`src/rtl/cebPkg.sv`:
```
package cebPkg;
  // Strobes from the control path to the cell memory datapath.
  typedef struct packed {
    logic wrEn;       // store one stream byte at wrIdx in the current write slot
    logic wrCommit;   // last byte of a cell: advance the write slot
    logic rdAdv;      // processor consumed one byte of the oldest cell
    logic rdRelease;  // that byte was the last: advance the read slot
    logic flush;      // extraction memory reset
  } cebStrobeT;

  localparam logic [1:0] ADDR_CTRL = 2'd0;
  localparam logic [1:0] ADDR_IEN  = 2'd1;
  localparam logic [1:0] ADDR_STAT = 2'd2;
  localparam logic [1:0] ADDR_DATA = 2'd3;
endpackage

```
`src/rtl/cebDatapath.sv`:
```
module cebDatapath import cebPkg::*; #(
  parameter int CELL_BYTES = 53,
  parameter int CELLS      = 2,
  localparam int IDXW  = $clog2(CELL_BYTES),
  localparam int SLOTW = (CELLS > 1) ? $clog2(CELLS) : 1,
  localparam int AW    = $clog2(CELLS * CELL_BYTES)
) (
  input  logic            clk,
  input  logic            rstN,
  input  cebStrobeT       strb,
  input  logic [IDXW-1:0] wrIdx,
  input  logic [7:0]      wrByte,
  output logic [7:0]      rdByte,
  output logic            rdLast
);
  logic [7:0]      mem [CELLS*CELL_BYTES];
  logic [SLOTW-1:0] wrSlot, rdSlot;
  logic [IDXW-1:0]  rdIdx;
  logic [AW-1:0]    wrAddr, rdAddr;

  function automatic logic [SLOTW-1:0] nextSlot(input logic [SLOTW-1:0] s);
    return (s == SLOTW'(CELLS - 1)) ? '0 : s + 1'b1;
  endfunction

  assign wrAddr = AW'(wrSlot) * AW'(CELL_BYTES) + AW'(wrIdx);
  assign rdAddr = AW'(rdSlot) * AW'(CELL_BYTES) + AW'(rdIdx);
  assign rdByte = mem[rdAddr];
  assign rdLast = (rdIdx == IDXW'(CELL_BYTES - 1));

  always_ff @(posedge clk) begin
    if (strb.wrEn && !strb.flush) mem[wrAddr] <= wrByte;
  end

  always_ff @(posedge clk or negedge rstN) begin
    if (!rstN) begin
      wrSlot <= '0;
      rdSlot <= '0;
      rdIdx  <= '0;
    end else if (strb.flush) begin
      wrSlot <= '0;
      rdSlot <= '0;
      rdIdx  <= '0;
    end else begin
      if (strb.wrCommit) wrSlot <= nextSlot(wrSlot);
      if (strb.rdRelease) begin
        rdIdx  <= '0;
        rdSlot <= nextSlot(rdSlot);
      end else if (strb.rdAdv) begin
        rdIdx <= rdIdx + 1'b1;
      end
    end
  end

  AST_FLUSH_POINTERS: assert property (@(posedge clk) disable iff (!rstN)
    strb.flush |=> (rdIdx == '0 && rdSlot == '0 && wrSlot == '0));
  AST_RELEASE_IS_READ: assert property (@(posedge clk) disable iff (!rstN)
    strb.rdRelease |-> strb.rdAdv);
  AST_COMMIT_IS_WRITE: assert property (@(posedge clk) disable iff (!rstN)
    strb.wrCommit |-> (strb.wrEn && wrIdx == IDXW'(CELL_BYTES - 1)));
endmodule

```
`src/rtl/cebCtrl.sv`:
```
module cebCtrl import cebPkg::*; #(
  parameter int CELL_BYTES = 53,
  parameter int CELLS      = 2,
  localparam int IDXW = $clog2(CELL_BYTES),
  localparam int CNTW = $clog2(CELLS + 1)
) (
  input  logic            clk,
  input  logic            rstN,
  input  logic            cellValid,
  input  logic            cellSoc,
  input  logic            regWrEn,
  input  logic            regRdEn,
  input  logic [1:0]      regAddr,
  input  logic [7:0]      regWrData,
  input  logic [7:0]      memByte,
  input  logic            rdLast,
  output cebStrobeT       strb,
  output logic [IDXW-1:0] wrIdx,
  output logic [7:0]      regRdData,
  output logic            irq
);
  logic ctlB4, insRst, insSoc, armed;
  logic irqEn, irqPend, ovf;
  logic inCell, dropping;
  logic [IDXW-1:0] byteCnt;
  logic [CNTW-1:0] cellCnt;

  logic ctrlWr, ienWr, statRd, dataRd;
  logic full, avail, socOk, startCell, startDrop, midByte, endByte;
  logic unusedWr;

  assign unusedWr = ^{regWrData[7:6], regWrData[3], regWrData[1]};

  assign ctrlWr = regWrEn && regAddr == ADDR_CTRL;
  assign ienWr  = regWrEn && regAddr == ADDR_IEN;
  assign statRd = regRdEn && regAddr == ADDR_STAT;
  assign dataRd = regRdEn && regAddr == ADDR_DATA;

  assign full  = (cellCnt == CNTW'(CELLS));
  assign avail = (cellCnt != '0);

  assign strb.flush = ctrlWr && regWrData[4] && !ctlB4;

  // Start-of-cell alignment
  assign socOk     = cellValid && cellSoc && armed && !strb.flush;
  assign startCell = socOk && !full;
  assign startDrop = socOk && full;
  assign midByte   = cellValid && !cellSoc && inCell && !strb.flush;
  assign endByte   = midByte && byteCnt == IDXW'(CELL_BYTES - 1);

  assign strb.wrEn      = startCell || (midByte && !dropping);
  assign strb.wrCommit  = endByte && !dropping;
  assign strb.rdAdv     = dataRd && avail;
  assign strb.rdRelease = strb.rdAdv && rdLast;
  assign wrIdx          = cellSoc ? '0 : byteCnt;
  assign irq            = irqPend;

  always_comb begin
    unique case (regAddr)
      ADDR_CTRL: regRdData = {3'b000, ctlB4, avail, insRst, 1'b0, insSoc};
      ADDR_IEN:  regRdData = {2'b00, irqEn, 5'b00000};
      ADDR_STAT: regRdData = {2'b00, irqPend, 4'b0000, ovf};
      default:   regRdData = avail ? memByte : 8'h00;
    endcase
  end

  always_ff @(posedge clk or negedge rstN) begin
    if (!rstN) begin
      ctlB4  <= 1'b0;
      insRst <= 1'b0;
      insSoc <= 1'b0;
      armed  <= 1'b0;
      irqEn  <= 1'b0;
    end else begin
      if (ctrlWr) begin
        ctlB4  <= regWrData[4];
        insRst <= regWrData[2];
        insSoc <= regWrData[0];
      end
      if (strb.flush) armed <= 1'b1;
      if (ienWr) irqEn <= regWrData[5];
    end
  end

  always_ff @(posedge clk or negedge rstN) begin
    if (!rstN) begin
      inCell   <= 1'b0;
      dropping <= 1'b0;
      byteCnt  <= '0;
      cellCnt  <= '0;
      irqPend  <= 1'b0;
      ovf      <= 1'b0;
    end else if (strb.flush) begin
      inCell   <= 1'b0;
      dropping <= 1'b0;
      byteCnt  <= '0;
      cellCnt  <= '0;
      irqPend  <= 1'b0;
      ovf      <= 1'b0;
    end else begin
      if (socOk) begin
        inCell   <= 1'b1;
        dropping <= full;
        byteCnt  <= IDXW'(1);
      end else if (endByte) begin
        inCell  <= 1'b0;
        byteCnt <= '0;
      end else if (midByte) begin
        byteCnt <= byteCnt + 1'b1;
      end
      cellCnt <= cellCnt + CNTW'(strb.wrCommit) - CNTW'(strb.rdRelease);
      if (strb.wrCommit && irqEn) irqPend <= 1'b1;
      else if (statRd)            irqPend <= 1'b0;
      if (startDrop)   ovf <= 1'b1;
      else if (statRd) ovf <= 1'b0;
    end
  end

  AST_NO_OVERFLOW: assert property (@(posedge clk) disable iff (!rstN)
    full |-> !strb.wrCommit);
  AST_UNARMED_SILENT: assert property (@(posedge clk) disable iff (!rstN)
    !armed |-> !strb.wrEn);
  AST_FLUSH_CLEARS: assert property (@(posedge clk) disable iff (!rstN)
    strb.flush |=> (cellCnt == '0 && !irqPend && !ovf));
  AST_FLUSH_KEEPS_EN: assert property (@(posedge clk) disable iff (!rstN)
    (strb.flush && !ienWr) |=> $stable(irqEn));
  AST_IRQ_ON_CELL: assert property (@(posedge clk) disable iff (!rstN)
    (strb.wrCommit && irqEn && !strb.flush) |=> irqPend);
  AST_SWAP_HOLDS: assert property (@(posedge clk) disable iff (!rstN)
    (strb.wrCommit && strb.rdRelease && !strb.flush) |=> $stable(cellCnt));
endmodule

```
`src/rtl/cellExtractBuf.sv`:
```
module cellExtractBuf import cebPkg::*; #(
  parameter int CELL_BYTES = 53,
  parameter int CELLS      = 2
) (
  input  logic       clk,
  input  logic       rstN,
  input  logic       cellValid,
  input  logic       cellSoc,
  input  logic [7:0] cellData,
  input  logic       regWrEn,
  input  logic       regRdEn,
  input  logic [1:0] regAddr,
  input  logic [7:0] regWrData,
  output logic [7:0] regRdData,
  output logic       irq
);
  localparam int IDXW = $clog2(CELL_BYTES);

  cebStrobeT       strb;
  logic [IDXW-1:0] wrIdx;
  logic [7:0]      memByte;
  logic            rdLast;

  cebCtrl #(.CELL_BYTES(CELL_BYTES), .CELLS(CELLS)) uCtrl (
    .clk(clk), .rstN(rstN),
    .cellValid(cellValid), .cellSoc(cellSoc),
    .regWrEn(regWrEn), .regRdEn(regRdEn), .regAddr(regAddr), .regWrData(regWrData),
    .memByte(memByte), .rdLast(rdLast),
    .strb(strb), .wrIdx(wrIdx), .regRdData(regRdData), .irq(irq)
  );

  cebDatapath #(.CELL_BYTES(CELL_BYTES), .CELLS(CELLS)) uData (
    .clk(clk), .rstN(rstN), .strb(strb), .wrIdx(wrIdx), .wrByte(cellData),
    .rdByte(memByte), .rdLast(rdLast)
  );
endmodule

```
`config.mk`:
```
export PLATFORM = sky130hd
export DESIGN_NAME = cellExtractBuf
export DESIGN_NICKNAME = d
export VERILOG_FILES = /design/src/rtl/cebPkg.sv /design/src/rtl/cebDatapath.sv /design/src/rtl/cebCtrl.sv /design/src/rtl/cellExtractBuf.sv
export SDC_FILE = /design/constraint.sdc
export NUM_CORES = 1
export LEC_CHECK = 0
export ABC_CLOCK_PERIOD_IN_PS = 2750
export BUFFER_PORTS_ARGS = -buffer_cell sky130_fd_sc_hd__buf_2
export CAP_MARGIN = 20
export CORE_ASPECT_RATIO = 1.75
export CORE_MARGIN = 2
export CORE_UTILIZATION = 57
export CTS_BUF_LIST = sky130_fd_sc_hd__clkbuf_4 sky130_fd_sc_hd__clkbuf_8 sky130_fd_sc_hd__clkbuf_16
export DETAILED_ROUTE_END_ITERATION = 10
export PLACE_DENSITY = 0.85
export REMOVE_ABC_BUFFERS = 1
export SETUP_SLACK_MARGIN = 0.2
export SLEW_MARGIN = 20
export SYNTH_ARGS = -nofsm -noshare
export SYNTH_HDL_FRONTEND = slang
export SYNTH_SLANG_ARGS = --single-unit
```
`constraint.sdc`:
```
create_clock -name clk -period 2.75 [get_ports clk]
set_clock_uncertainty 0.1 [all_clocks]
set_input_delay 0.1375 -clock clk [delete_from_list [all_inputs] [get_ports clk]]
set_output_delay 0.1375 -clock clk [all_outputs]
set_load 0.1 [all_outputs]
```
Yosys cells after proc, flatten, opt, wreduce, memory -nomap -nowiden. Memories as Yosys holds them, arrays and structs flattened. Index checks and enable logic that the tools add are counted. Widths: inputs -> output; s select.

$add $sub $neg: 8. Multipliers: 2. Eq/ne operators: 6. Mux-type cells: 29. Reductions and logical operators: 37.

Operator list (number): $mux 6 (8); $pmux 8 s3 (1); $logic_and 1x1->1 (21); $mux 1 (18); $add 7x6->7 (2); $mul 1x6->7 const B (2); $add 6x1->6 const B (2); $eq 6x6->1 const B (2); $reduce_bool 3->1 (4); $mux 8 (1); $reduce_bool 2->1 (4); $eq 2x2->1 const B (3); $logic_not 1->1 (5); $reduce_bool 4->1 (1); $add 1x1->1 const B (2); $add 2x1->2 (1); $eq 2x1->1 const B (1); $logic_not 2->1 (1); $mux 2 (1); $sub 2x1->2 (1); $logic_or 1x1->1 (1).

Flip-flop bits (word level): 25. RAM bits: 848. Input bits: 24. Output and inout bits: 9. Logic and storage cells: 97. Memories: 1.

Memory list: uData.mem (words 106, width 8, read ports 1, clocked after memory_dff 0, write ports 1, line cebDatapath.sv:16) `logic [7:0] mem [CELLS*CELL_BYTES];`.

Logic depth before layout (Yosys ltp).
Word-level depth: 11. Mapped depth: 13. Mapped depth without buffers: 13.

By module. Synthesis repeated with hierarchy kept, for this count alone.

Cells, all modules: 1816. Area total of the unflattened synthesis: 35049.9 sq um.

By module, submodules not included: cebDatapath (times used 1, cells each 1702, area an instance 33978.8 sq um, seq. area each 25664.6 sq um); cebCtrl (times used 1, cells each 114, area an instance 1071.0 sq um, seq. area each 425.4 sq um).

Worst setup path before layout. OpenSTA, ideal clock, no wires.

Path type: register -> output. Start point: register uData.rdIdx[0]. End point: output regRdData[2]. Arrival: 4559 ps. Data required time: 2513 ps. Slack: -2047 ps. Cell stages (with the launch flop): 12. Buffers on the path: 3. Cells stage by stage: dfrtp_1 > ha_1 > ha_1 > buf_4 > buf_6 > buf_2 > mux4_2 > nand4_1 > o211ai_1 > nand4_1 > a221o_1 > o31ai_1.

Cells in the longest elaborated chain, start to end: 4.

Ends and longest elaborated chain: start: declaration (line cebDatapath.sv:18) `logic [IDXW-1:0] rdIdx;`; start signal: assignment (line cebDatapath.sv:49) `rdIdx <= rdIdx + 1'b1;`; $add 7x6->7 (line cebDatapath.sv:26) `assign rdAddr = AW'(rdSlot) * AW'(CELL_BYTES) + AW'(rdIdx);`; $mem_v2 106x8; $mux 8 (line cebCtrl.sv:63) `default: regRdData = avail ? memByte : 8'h00;`; $pmux 8 s3 (line cebCtrl.sv:59) `unique case (regAddr)`; end: declaration (line cellExtractBuf.sv:14) `output logic [7:0] regRdData,`.

Every way passes these cells.

Worst setup path in the final report.
Start point: register uData.rdSlot. End point: output regRdData[5].

Cells in the longest elaborated chain, start to end: 5.

Ends and longest elaborated chain: start: declaration (line cebDatapath.sv:17) `logic [SLOTW-1:0] wrSlot, rdSlot;`; start signal: assignment (line cebDatapath.sv:47) `rdSlot <= nextSlot(rdSlot);`; $mul 1x6->7 (line cebDatapath.sv:26); $add 7x6->7 (line cebDatapath.sv:26); $mem_v2 106x8; $mux 8 (line cebCtrl.sv:63); $pmux 8 s3 (line cebCtrl.sv:59).

Every way passes these cells.

==> impl_metrics.py <==
metrics = {
    "clock_tree": {
        "cts_buffers": 71,
        "tritoncts": "built",
        "cts.sinks": 873,
        "cts.path.max_buffers": 3,
        "clk_pin_slew_ns": 0.07,
        "cts.htree.levels": 3,
        "clock_latency_ns": 0.65,
        "root_buffer": "clkbuf_16",
    },
    "run_status": {
        "status": "complete, but fails checks",
        "violations": "hold timing, setup timing",
    },
    "floorplan": {
        "die_x_microns": 193,
        "placementRows": 121,
        "start_util_pct": 57.3,
        "dieHeight_microns": 334,
        "die_area_sq_mm": 0.0644,
        "core_area_sq_mm": 0.0619,
        "io_pins": 33,
    },
    "route": {
        "drt_iter0_markers": 3915,
        "wirelength_mm": 122,
        "antenna_left": 0,
        "wl_per_cell_microns": 38.5,
        "firstDrtPassIters": 7,
        "vias": 23100,
        "routed_via_density": 7.30,
        "drc": 0,
    },
    "global_route": {
        "grt_usage_pct": 35.9,
        "grt_antenna_before_repair": 3,
        "grt_pass1_wl_mm": 160,
        "grt_max_degree": 75,
        "grt-ovfl-total": 0,
        "grt_pass1_vias": 22800,
    },
    "timing": {
        "hold_viol_final": 24,
        "layout_setup_ws_ns": -1.56,
        "min_period_ns": 4.31,
        "setup_violations": 840,
        "rsz0062_at_grt": "true",
        "slew_headroom_pct": 31.8,
        "final_max_slew_viol_count": 0,
        "max_freq_ghz": 0.232,
        "finalSetupTns_ns": -128.65,
        "worst_pin_slew_ns": 1.02,
        "holdWs_ns": -0.0139,
        "period_share_pct": 157,
    },
    "logic_synthesis": {
        "ys_types": 73,
        "synth.avg_cell_area_sq_um": 18.7,
        "ys_seq_area_share_pct": 73.5,
        "synthesis.area_sq_mm": 0.0355,
        "ys_warn_count": 0,
        "synth_edf_count": 848,
        "synthArstFlopShare_pct": 2.86,
        "yosys_register_bits": 873,
        "ys.flop_type": "edfxtp_1",
        "syn_inst": 1897,
    },
    "layout": {
        "final_common_cell": "edfxtp_1",
        "final_cell_mix": "848 x edfxtp_1, 203 x mux4_2, 196 x buf_4, 183 x nand2_1, 143 x buf_6",
        "syn_to_final_growth_pct": 26.0,
        "drive_gt1_share_pct": 42.0,
        "final-instance-count-excl-fill": 3170,
        "fillers": 3013,
        "layout.nets": 2359,
    },
    "min_path": {
        "hold_path_class": "in -> reg",
        "hold_depth": 1,
    },
    "power": {
        "p_per_area_mw_per_mm2": 592,
        "peakVddDrop_uv": 438,
        "power_leakage_uw": 0.0147,
    },
    "setup_path": {
        "worstSetupPathType": "reg -> out",
        "cp.arrival_ns": 4.07,
        "cp-end-kind": "primary output",
        "crit_required_ns": 2.51,
        "reg2reg_depth": 12,
        "startpoint_type": "flop",
        "cp_max_fo": 12,
    },
    "placement": {
        "dp_cells": 2971,
        "place.gp.congestion": 1.02,
        "hpwl_mm": 64.5,
        "io_buffers": 28,
    },
    "flow_run": {
        "cap_violations": 0,
    },
}
==> final timing paths <==
| kind | to | slack [ns] | start |
|---|---|---|---|
| worst max-delay path | regRdData[5] | -1.56 | uData.rdSlot$_DFFE_PN0P_ |
| worst min-delay path | uData.mem[95][0]$_DFFE_PP_ | -0.01 | cellData[0] |
| worst max register to register | uData.mem[74][7]$_DFFE_PP_ | -0.27 | uCtrl.byteCnt[2]$_DFFE_PN0P_ |
| worst min register to register | uCtrl.armed$_DFFE_PN0N_ | 0.38 | uCtrl.armed$_DFFE_PN0N_ |
| max in group asynchronous | uData.rdSlot$_DFFE_PN0P_ | 2.04 | rstN |
| min in group asynchronous | uCtrl.byteCnt[0]$_DFFE_PN0P_ | 0.01 | rstN |
==> through the flow <==
| stage | power, uW | worst slack [ns] | utilization [%] | instance area, sq um |
|---|---|---|---|---|
| after floorplan | 15300 | -9.29 | - | 34800 |
| after global placement | 15900 | -0.490 | 63.5 | 39300 |
| after detailed placement | 15900 | -0.574 | 63.5 | 39300 |
| after CTS | 26100 | -1.12 | 70.8 | 43800 |
| after global routing | 26900 | -1.52 | 72.2 | 44700 |
| final | 26500 | -1.56 | 72.2 | 44700 |
==> area by class of cell <==
type                       count  area [sq um]  area share [%]
timing repair buffer         452          5030            11.3
antenna                        2          5.00          0.0112
tap                          799          1000            2.24
multi-input combinational    903         10200            22.9
inverter                      18          67.6           0.151
clock buffer                  86          1960            4.38
clock inverter                37           330           0.739
sequential                   873         26100            58.4
==> routing by layer <==
layer	GRT usage (%)	wire (microns)
met1	40.1	35300
met2	57.9	57700
met3	9.60	15500
met4	28.7	13500
met5	0	70
==> cells in the mapped netlist, types with 9 or more instances <==
master    count  share of area (%)
mux2_2       11               0.35
and3_1        9               0.16
inv_1        18               0.19
nand3_1      62               0.87
nor2_1      135                1.4
buf_6        18               0.57
clkbuf_1     17               0.18
buf_4        17               0.36
ha_1         16               0.56
edfxtp_1    848                 72
a21oi_1      33               0.47
nand2_1     194                2.1
a31oi_1      15               0.26
buf_2        44               0.62
nand4_1      16               0.28
mux4_2      201                 13
dfrtp_1      25                1.8
nor2b_1      14               0.25
o21ai_0       9               0.13
o211ai_1     13               0.27
mux2i_1      34               0.96
==> timing repair <==
action | CTS | global route
hold buffers | 13 | 0
resized for setup | 420 | 140
pin swaps | 42 | 53
endpoints found under the hold margin | 186 | 0
cloned | 3 | 2
endpoints found under the setup margin | 856 | 858
setup buffers | 33 | 23
==> power breakdown <==
| part | switching, uW | internal [uW] |
|---|---|---|
| logic | 901 | 467 |
| clock network | 4840 | 5590 |
| registers | 48.0 | 14600 |
==> cell families (layout without fill, tap and decap cells) <==
logic type / after synthesis / after routing / share of synthesized area [%]
flops: 873 / 873 / 73.5
buf+inv: 121 / 593 / 2.12
simple gates: 477 / 477 / 6.02
mux: 250 / 250 / 14.4
fa+ha+maj: 16 / 16 / 0.564
other cells: 0 / 2 / 0
xor+xnor: 18 / 18 / 0.487
compound gates: 142 / 142 / 2.94
==> worst max-delay path, cell delays in order, from the launching register on <==
cell	delay, ns
dfrtp_2	0.45
ha_4	0.18
ha_4	0.30
buf_6	0.21
buf_4	0.21
mux2i_1	0.26
mux4_1	0.48
mux2i_1	0.18
a221o_1	0.44
a41oi_2	0.23
o21ai_1	0.13
buf_4	0.17
buf_12	0.16
==> sequential cells by signal (all words and copies together) (netlist names) <==
register,cells
uCtrl.armed,1
uCtrl.byteCnt,6
uCtrl.cellCnt,2
uCtrl.ctlB4,1
uCtrl.dropping,1
uCtrl.inCell,1
uCtrl.insRst,1
uCtrl.insSoc,1
uCtrl.irq,1
uCtrl.irqEn,1
uCtrl.ovf,1
uData.mem,848
uData.rdIdx,6
uData.rdSlot,1
uData.wrSlot,1
Power figures use the tool's default switching activity.
